--- src/rtl/lcd_status_pkg.sv ---
package lcd_status_pkg;
  localparam int ADDR_W = 16;
  localparam int BYTE_W = 8;
  localparam int NUM_SRC = 4;
  localparam int NUM_PHASE_SRC = 3;

  localparam logic [ADDR_W-1:0] A_CTRL = 16'hFF40;
  localparam logic [ADDR_W-1:0] A_STAT = 16'hFF41;
  localparam logic [ADDR_W-1:0] A_VSCR = 16'hFF42;
  localparam logic [ADDR_W-1:0] A_HSCR = 16'hFF43;
  localparam logic [ADDR_W-1:0] A_LINE = 16'hFF44;
  localparam logic [ADDR_W-1:0] A_CMP  = 16'hFF45;

  typedef enum logic [2:0] {
    SEL_CTRL, SEL_STAT, SEL_VSCR, SEL_HSCR, SEL_LINE, SEL_CMP, SEL_NONE
  } rd_sel_e;

  typedef struct packed {
    logic    wrCtrl;
    logic    wrStat;
    logic    wrVscr;
    logic    wrHscr;
    logic    wrCmp;
    logic    rdEn;
    rd_sel_e rdSel;
  } strobe_t;
endpackage

--- src/rtl/lcd_status_ctrl.sv ---
module lcd_status_ctrl
  import lcd_status_pkg::*;
(
  input  logic                  clk,
  input  logic                  rstN,
  input  logic [ADDR_W-1:0]     busAddr,
  input  logic                  busRd,
  input  logic                  busWr,
  input  logic [1:0]            phaseIn,
  input  logic [NUM_SRC-1:0]    srcEn,
  input  logic                  matchFlag,
  output strobe_t               strb,
  output logic                  irqPulse
);
  rd_sel_e sel;
  logic [NUM_SRC-1:0] condHit;
  logic anyCond;
  logic anyCondPrev;

  always_comb begin
    case (busAddr)
      A_CTRL:  sel = SEL_CTRL;
      A_STAT:  sel = SEL_STAT;
      A_VSCR:  sel = SEL_VSCR;
      A_HSCR:  sel = SEL_HSCR;
      A_LINE:  sel = SEL_LINE;
      A_CMP:   sel = SEL_CMP;
      default: sel = SEL_NONE;
    endcase
  end

  always_comb begin
    strb        = '0;
    strb.rdSel  = sel;
    strb.rdEn   = busRd;
    strb.wrCtrl = busWr && (sel == SEL_CTRL);
    strb.wrStat = busWr && (sel == SEL_STAT);
    strb.wrVscr = busWr && (sel == SEL_VSCR);
    strb.wrHscr = busWr && (sel == SEL_HSCR);
    strb.wrCmp  = busWr && (sel == SEL_CMP);
  end

  // Phase sources: enable bit i pairs with phase code i
  for (genvar gi = 0; gi < NUM_PHASE_SRC; gi++) begin : gPhaseSrc
    assign condHit[gi] = srcEn[gi] && (phaseIn == 2'(gi));
  end
  assign condHit[NUM_SRC-1] = srcEn[NUM_SRC-1] && matchFlag;
  assign anyCond = |condHit;

  always_ff @(posedge clk) begin
    if (!rstN) begin
      anyCondPrev <= 1'b0;
      irqPulse    <= 1'b0;
    end else begin
      anyCondPrev <= anyCond;
      irqPulse    <= anyCond && !anyCondPrev;
    end
  end

  AST_IRQ_SINGLE_CYCLE: assert property (@(posedge clk) disable iff (!rstN)
    irqPulse |=> !irqPulse);
  AST_IRQ_NEEDS_COND: assert property (@(posedge clk) disable iff (!rstN)
    irqPulse |-> $past(anyCond));
  AST_WR_STROBE_ONEHOT: assert property (@(posedge clk) disable iff (!rstN)
    $onehot0({strb.wrCtrl, strb.wrStat, strb.wrVscr, strb.wrHscr, strb.wrCmp}));
endmodule

--- src/rtl/lcd_status_dp.sv ---
module lcd_status_dp
  import lcd_status_pkg::*;
(
  input  logic                  clk,
  input  logic                  rstN,
  input  strobe_t               strb,
  input  logic [BYTE_W-1:0]     wrData,
  input  logic [BYTE_W-1:0]     lineIn,
  input  logic [1:0]            phaseIn,
  output logic [BYTE_W-1:0]     rdData,
  output logic [NUM_SRC-1:0]    srcEn,
  output logic                  matchFlag
);
  logic [BYTE_W-1:0] ctrlReg, vscrReg, hscrReg, cmpReg;
  logic [BYTE_W-1:0] statByte;
  logic [BYTE_W-1:0] rdMux;

  always_ff @(posedge clk) begin
    if (!rstN) begin
      ctrlReg   <= '0;
      vscrReg   <= '0;
      hscrReg   <= '0;
      cmpReg    <= '0;
      srcEn     <= '0;
      matchFlag <= 1'b0;
    end else begin
      if (strb.wrCtrl) ctrlReg <= wrData;
      if (strb.wrVscr) vscrReg <= wrData;
      if (strb.wrHscr) hscrReg <= wrData;
      if (strb.wrCmp)  cmpReg  <= wrData;
      if (strb.wrStat) srcEn   <= wrData[6:3];
      matchFlag <= (lineIn == cmpReg);
    end
  end

  assign statByte = {1'b1, srcEn, matchFlag, phaseIn};

  always_comb begin
    case (strb.rdSel)
      SEL_CTRL: rdMux = ctrlReg;
      SEL_STAT: rdMux = statByte;
      SEL_VSCR: rdMux = vscrReg;
      SEL_HSCR: rdMux = hscrReg;
      SEL_LINE: rdMux = lineIn;
      SEL_CMP:  rdMux = cmpReg;
      default:  rdMux = '1;
    endcase
  end

  always_ff @(posedge clk) begin
    if (!rstN)          rdData <= '0;
    else if (strb.rdEn) rdData <= rdMux;
  end

  AST_STAT_TOP_BIT_SET: assert property (@(posedge clk) disable iff (!rstN)
    (strb.rdEn && strb.rdSel == SEL_STAT) |=> rdData[7]);
  AST_EN_ONLY_ON_STAT_WR: assert property (@(posedge clk) disable iff (!rstN)
    !strb.wrStat |=> $stable(srcEn));
  AST_RD_HOLD: assert property (@(posedge clk) disable iff (!rstN)
    !strb.rdEn |=> $stable(rdData));
  AST_UNMAPPED_ALL_ONES: assert property (@(posedge clk) disable iff (!rstN)
    (strb.rdEn && strb.rdSel == SEL_NONE) |=> (rdData == 8'hFF));
endmodule

--- src/rtl/lcd_status_unit.sv ---
module lcd_status_unit
  import lcd_status_pkg::*;
(
  input  logic                  clk,
  input  logic                  rstN,
  input  logic [ADDR_W-1:0]     busAddr,
  input  logic [BYTE_W-1:0]     busWrData,
  input  logic                  busRd,
  input  logic                  busWr,
  output logic [BYTE_W-1:0]     busRdData,
  input  logic [1:0]            phaseIn,
  input  logic [BYTE_W-1:0]     lineIn,
  output logic                  irqPulse
);
  strobe_t            strb;
  logic [NUM_SRC-1:0] srcEn;
  logic               matchFlag;

  lcd_status_ctrl i_ctrl (
    .clk(clk), .rstN(rstN), .busAddr(busAddr), .busRd(busRd), .busWr(busWr),
    .phaseIn(phaseIn), .srcEn(srcEn), .matchFlag(matchFlag),
    .strb(strb), .irqPulse(irqPulse)
  );

  lcd_status_dp i_dp (
    .clk(clk), .rstN(rstN), .strb(strb), .wrData(busWrData), .lineIn(lineIn),
    .phaseIn(phaseIn), .rdData(busRdData), .srcEn(srcEn), .matchFlag(matchFlag)
  );
endmodule

--- config.mk ---
export PLATFORM = sky130hd
export DESIGN_NAME = lcd_status_unit
export DESIGN_NICKNAME = d
export VERILOG_FILES = /design/src/rtl/lcd_status_pkg.sv /design/src/rtl/lcd_status_ctrl.sv /design/src/rtl/lcd_status_dp.sv /design/src/rtl/lcd_status_unit.sv
export SDC_FILE = /design/constraint.sdc
export NUM_CORES = 1
export LEC_CHECK = 0
export BUFFER_PORTS_ARGS = -buffer_cell sky130_fd_sc_hd__buf_2
export CAP_MARGIN = 20
export CORE_MARGIN = 4
export CORE_UTILIZATION = 48
export CTS_CLUSTER_DIAMETER = 100
export DETAILED_ROUTE_END_ITERATION = 8
export PLACE_DENSITY = 0.71
export SETUP_SLACK_MARGIN = 0.3
export SYNTH_ARGS = -nofsm -noshare
export SYNTH_HDL_FRONTEND = slang
export SYNTH_SLANG_ARGS = --single-unit
--- constraint.sdc ---
create_clock -name clk -period 5 [get_ports clk]
set_input_delay 0.75 -clock clk [delete_from_list [all_inputs] [get_ports clk]]
set_output_delay 0.75 -clock clk [all_outputs]
set_load 0.02 [all_outputs]
==> key figures, run 1 <==
Drt
  – 1st-iter DRT viols: 99
  – Post-Route WL: 5990 microns
  – DRC viols: 0
  – Vias: 2088
  – Remaining antenna violation count: 0
  – DR WL/cell: 16.6 microns
  – Routed vias/inst: 5.78
  – TritonRoute pass-1 iters: 5

Flow run
  – Max cap viols: 0

Cells and area
  – Nets@finish: 333
  – Share of cells above drive strength 1: 0.272
  – Ant diodes: 0
  – Area delta synth->final: 15.0%
  – Filler instances: 454
  – Final core utilization: 0.576

Clock network
  – CTS tree: yes
  – Root buf cell: clkbuf_8
  – H-tree levels: 2
  – Number of hold buffers added after cts: 0
  – Clock tree buffer depth: 2
  – Clk Latency, worst-skew pair: 0.30 ns
  – Setup bufs post-CTS: 0
  – Total CTS buffers: 5
  – CTS Sinks: 47
  – CTS clock-pin slew for the worst setup and hold paths: 0.09 ns
  – Post-CTS Resized: 0

Power and ir drop
  – Pwr per Cell Area: 249 nW/um^2
  – Pleak: 1.02 nW
  – Internal power: 0.000514 W
  – Sw Ratio: 0.247
  – Clock Power Share: 0.341
  – Logic pwr share: 0.101
  – Seq pwr share: 0.557
  – NetSw: 0.000169 W
  – VDD IR max: 0.171 mV

Synth
  – Yosys warns: 0
  – Mean area per synthesized cell: 9.49 sq um
  – Dominant cell type by area after synthesis: dfxtp_1
  – Asr flop ratio synth: 0
  – Count leader, synth: dfxtp_1
  – Sequential share of the synthesized area: 0.395
  – Mapped cell area: 2380 sq um
  – Synth Flop Type: dfxtp_1
  – Post-synth top cells: dfxtp_1, nor2_1, mux2i_1, mux2_2, o21ai_0
  – Number of flops mapped to enable cells by yosys: 0
  – Cells after synthesis: 251
  – Yosys reg bits: 47
  – Yosys cell types: 47
  – Syn Nets: 290
  – Top post-synthesis cells by area: dfxtp_1, mux2i_1, mux2_2, nor2_1, o21ai_0
  – Yosys top cell area share: 0.395

Floorplan
  – Ports: 47
  – Core area: 4750 sq um
  – Initial Util: 0.501
  – Die span in x: 78.4 microns
  – Die area: 6150 sq um
  – Die span in y: 78.4 microns
  – # rows: 25

Setup path
  – CP required: 5.16 ns
  – Crit. End Element: flop
  – Type of the worst setup path: input pin to flop
  – CP Max Fanout: 8
  – CP Launch Type: input pin
  – WP data arrival: 3.64 ns

STA
  – Final Skew: 0.00865 ns
  – Final setup viols: 0
  – Post-route clock period utilization: 0.695
  – Setup TNS Final: 0 ns
  – Fmax: 0.288 GHz
  – Final Hold Viols: 0
  – Worst slew margin: 0.473
  – Minimum clock period: 3.48 ns
  – Worst Tran Pin Value: 0.784 ns
  – Fin. max-slew vios: 0
  – Unrepaired setup endpoints after global routing: false

Global routing
  – Largest net degree at the start of global routing: 38
  – First-pass GRT wire length: 9960 microns
  – Vias in the first global route: 2038
  – Initial antenna violation count: 0
  – Total grt overflow: 0
  – GRT Util Overall: 0.206

Worst hold path
  – Min-delay worst type: flop to flop

Outcome
  – Outcome: finished clean

Placement
  – HPWL after DPL: 4440 microns
  – Final RePlAce weighted congestion: 0.916
  – I/O Buffers: 46
## through the flow
stage	worst slack [ns]	total power [W]	hold WS, ns	instances	cell area [sq um]
floorplan	1.85	0.000423	0.367	251	2380
global placement	1.34	0.000458	0.371	354	2650
detailed placement	1.22	0.000458	0.378	354	2650
CTS	1.54	0.000682	0.390	361	2740
global route	1.08	0.000709	0.405	361	2740
finish	1.52	0.000683	0.389	361	2740
## flip-flops by register name (all words and copies together) (netlist names)
signal / count
i_ctrl.anyCondPrev: 1
i_ctrl.irqPulse: 1
i_dp.cmpReg: 8
i_dp.ctrlReg: 8
i_dp.hscrReg: 8
i_dp.matchFlag: 1
i_dp.rdData: 8
i_dp.srcEn: 4
i_dp.vscrReg: 8
## routing by layer
metal / wire [microns] / vias to the layer above / global-route usage
met4: 113 / 0 / 0.0699
li1: - / 1023 / -
met1: 2690 / 980 / 0.258
met5: 0 / - / 0
met2: 2820 / 75 / 0.353
met3: 363 / 10 / 0.0436
## critical path, cell delays in order
cell      delay, ns
buf_2          0.11
nor4b_1        0.61
nand2_1        0.16
nor3_1         0.27
nand2_1        0.09
ha_1           0.27
nor4bb_1       0.32
nand4_1        0.24
nor2_2         0.53
mux2i_1        0.24
nor2_1         0.05
## cells by family after synthesis
family,Yosys count,synth area share
xor+xnor,8,0.0294
simple gates,83,0.201
buf+inv,13,0.0263
mux,45,0.197
compound gates,54,0.146
flops,47,0.395
fa+ha+maj,1,0.00525
## path summary, 6_finish.rpt
kind / start / depth (start not counted) / end / slack (ns)
max reg2reg: i_dp.cmpReg[7] / 5 / i_dp.rdData[7] / 3.70
max: busAddr[5] / 11 / i_dp.hscrReg[1] / 1.52
min reg2reg: i_ctrl.anyCondPrev / 1 / i_ctrl.irqPulse / 0.39
min: i_ctrl.anyCondPrev / 1 / i_ctrl.irqPulse / 0.39
## placed cells by master (no fill, tap or decap), types with 2 or more instances in the layout
cell / synthesis / routed
buf_4: 1 / 2
dfxtp_1: 47 / 47
mux2_2: 15 / 15
mux2i_1: 30 / 30
nand3_1: 10 / 10
o211ai_1: 8 / 8
nor4_4: 2 / 2
o21ai_0: 15 / 15
a222oi_1: 4 / 4
and3_1: 2 / 2
nand2_1: 9 / 9
nand4_1: 3 / 3
a31oi_1: 7 / 7
buf_2: 2 / 46
o21ai_1: 2 / 2
nor2_1: 32 / 32
and2_1: 2 / 2
a22oi_1: 2 / 2
nor2b_1: 4 / 4
clkbuf_8: 0 / 6
nor4_1: 3 / 3
a221oi_1: 3 / 3
a21oi_1: 10 / 10
xnor2_1: 7 / 7
## power groups by stage
stage	Combinational, W	Clock [W]	Sequential, W
floorplan	0.0000280	0	0.000395
global placement	0.0000685	0	0.000390
detailed placement	0.0000688	0	0.000389
CTS	0.0000691	0.000233	0.000380
global route	0.0000750	0.000253	0.000382
finish	0.0000691	0.000233	0.000380
## cell type report
type | count | area, sq um | share of cell area
Sequential cell | 47 | 941 | 0.344
Clock inverter | 1 | 5.00 | 0.00183
Multi-Input combinational cell | 191 | 1380 | 0.503
Tap cell | 67 | 83.8 | 0.0306
Clock buffer | 6 | 82.6 | 0.0302
Inverter | 1 | 3.75 | 0.00137
Timing Repair Buffer | 48 | 245 | 0.0895
Note: power is estimated with default switching activity, not from simulation.
==> run 2: changes to the inputs <==
Clock period 5 ns to 3.4 ns, I/O delays scaled along.
==> key figures, run 2 (same netlist as run 1, synthesis figures left out) <==
Power and ir drop
  – NetSw: 0.000235 W
  – Seq pwr share: 0.578
  – Pwr per Cell Area: 349 nW/um^2
  – Pleak: 1.05 nW
  – VDD IR max: 0.276 mV
  – Logic pwr share: 0.106
  – Internal power: 0.000734 W
  – Sw Ratio: 0.243
  – Clock Power Share: 0.317

Floorplan
  – Die span in y: 78.4 microns
  – Core area: 4750 sq um
  – Die area: 6150 sq um
  – Die span in x: 78.4 microns
  – Initial Util: 0.501
  – # rows: 25
  – Ports: 47

Drt
  – Routed vias/inst: 5.85
  – DR WL/cell: 16.9 microns
  – DRC viols: 0
  – 1st-iter DRT viols: 182
  – Vias: 2141
  – Remaining antenna violation count: 0
  – Post-Route WL: 6180 microns
  – TritonRoute pass-1 iters: 4

Setup path
  – Crit. End Element: flop
  – CP required: 3.56 ns
  – CP delay by family, top: simple AND/OR/NAND/NOR gates
  – Critical Path Most Common Cell: nand2_1
  – Critical Path Max Stage Delay: 0.31 ns
  – Crit-path slowest cell: nor4b_2
  – Type of the worst setup path: input pin to flop
  – Buf/Inv on CP: 2
  – WP data arrival: 2.98 ns
  – Critical-path cell list: buf_2 -> nor4b_2 -> nand2_1 -> nor3_1 -> nand2_1 -> ha_1 -> nor4bb_1 -> nand4_1 -> nor3b_1 -> buf_4 -> mux2i_1 -> nor2_1
  – CP Max Fanout: 8
  – CP Launch Type: input pin

Worst hold path
  – Min-delay worst type: flop to flop

Placement
  – I/O Buffers: 46
  – HPWL after DPL: 4540 microns
  – Final RePlAce weighted congestion: 0.943
  – Cell Count Post-Placement: 360

Cells and area
  – Share of cells above drive strength 1: 0.284
  – Multi-input combinational cell area: 1380 sq um
  – Most common cell after layout, fill and taps aside: dfxtp_1
  – Register area: 941 sq um
  – Filler instances: 468
  – Fin cells: 366
  – Area delta synth->final: 16.6%
  – Most frequent cells in the layout: dfxtp_1, buf_2, nor2_1
  – Nets@finish: 339
  – Ant diodes: 0

STA
  – Post-route clock period utilization: 0.830
  – Setup TNS Final: 0 ns
  – Final Hold Viols: 0
  – Final Skew: 0.00544 ns
  – Worst slew margin: 0.520
  – Worst Tran Pin Value: 0.716 ns
  – Unrepaired setup endpoints after global routing: false
  – Final setup viols: 0
  – Minimum clock period: 2.82 ns
  – Fmax: 0.354 GHz
  – Fin. max-slew vios: 0

Global routing
  – Total grt overflow: 0
  – Initial antenna violation count: 0
  – First-pass GRT wire length: 10300 microns
  – GRT Util Overall: 0.213
  – Vias in the first global route: 2194
  – Largest net degree at the start of global routing: 38

Clock network
  – Clk Latency, worst-skew pair: 0.29 ns
  – Clock tree buffer depth: 2
  – Root buf cell: clkbuf_8
  – Total CTS buffers: 5
  – CTS tree: yes
  – CTS Sinks: 47
  – CTS clock-pin slew for the worst setup and hold paths: 0.08 ns
  – H-tree levels: 2

Flow run
  – Max cap viols: 0

Outcome
  – Outcome: finished clean
[run 2: cell types whose count changed in the layout (fill, tap and decap cells not counted), sizes merged]
cell / delta
buf: +6
clkinv: -1
[run 2: stage by stage]
stage / area, sq um / hold WS [ns] / util / worst slack [ns] / power, W
final: 2780 / 0.388 / 0.584 / 0.576 / 0.000969
after global routing: 2780 / 0.398 / 0.584 / 0.387 / 0.00101
after CTS: 2770 / 0.390 / 0.582 / 0.533 / 0.000975
after detailed placement: 2700 / 0.379 / 0.567 / 0.259 / 0.000675
after global placement: 2700 / 0.371 / 0.567 / 0.308 / 0.000674
after floorplan: 2380 / 0.367 / - / 0.490 / 0.000622
[run 2: per-layer routing]
layer	share of wire	vias to the layer above	GRT usage	wire length, microns
met3	0.058	7	0.0459	359
met4	0.012	0	0.0612	77
li1	-	1037	-	-
met5	0	-	0	0
met1	0.43	1032	0.260	2660
met2	0.50	65	0.378	3090
[run 2: what timing repair did]
action	CTS	global route
resized for setup	0	1
endpoints found under the setup margin	0	3
buffers inserted	0	0
hold buffers	0	0
[run 2: final cells by class]
class / count / share of cell area
clock buffers: 6 / 0.0261
inverters: 1 / 0.00135
multi-input cells: 191 / 0.499
flip-flops and latches: 47 / 0.339
well taps: 67 / 0.0302
repair buffers: 54 / 0.105
[run 2: power by group through the flow]
stage	clock [W]	sequential, W	combinational (W)
floorplan	0	0.000581	0.0000412
global placement	0	0.000573	0.000102
global route	0.000335	0.000561	0.000111
finish	0.000307	0.000560	0.000103
CTS	0.000313	0.000560	0.000102
detailed placement	0	0.000573	0.000102
[run 2: final timing paths]
kind | slack (ns) | cells past startpoint | startpoint | end
worst max-delay path | 0.58 | 12 | busAddr[5] | i_dp.vscrReg[6]
worst min-delay path | 0.39 | 1 | i_ctrl.anyCondPrev | i_ctrl.irqPulse
worst max register to register | 2.12 | 5 | i_dp.cmpReg[7] | i_dp.rdData[7]
worst min register to register | 0.39 | 1 | i_ctrl.anyCondPrev | i_ctrl.irqPulse
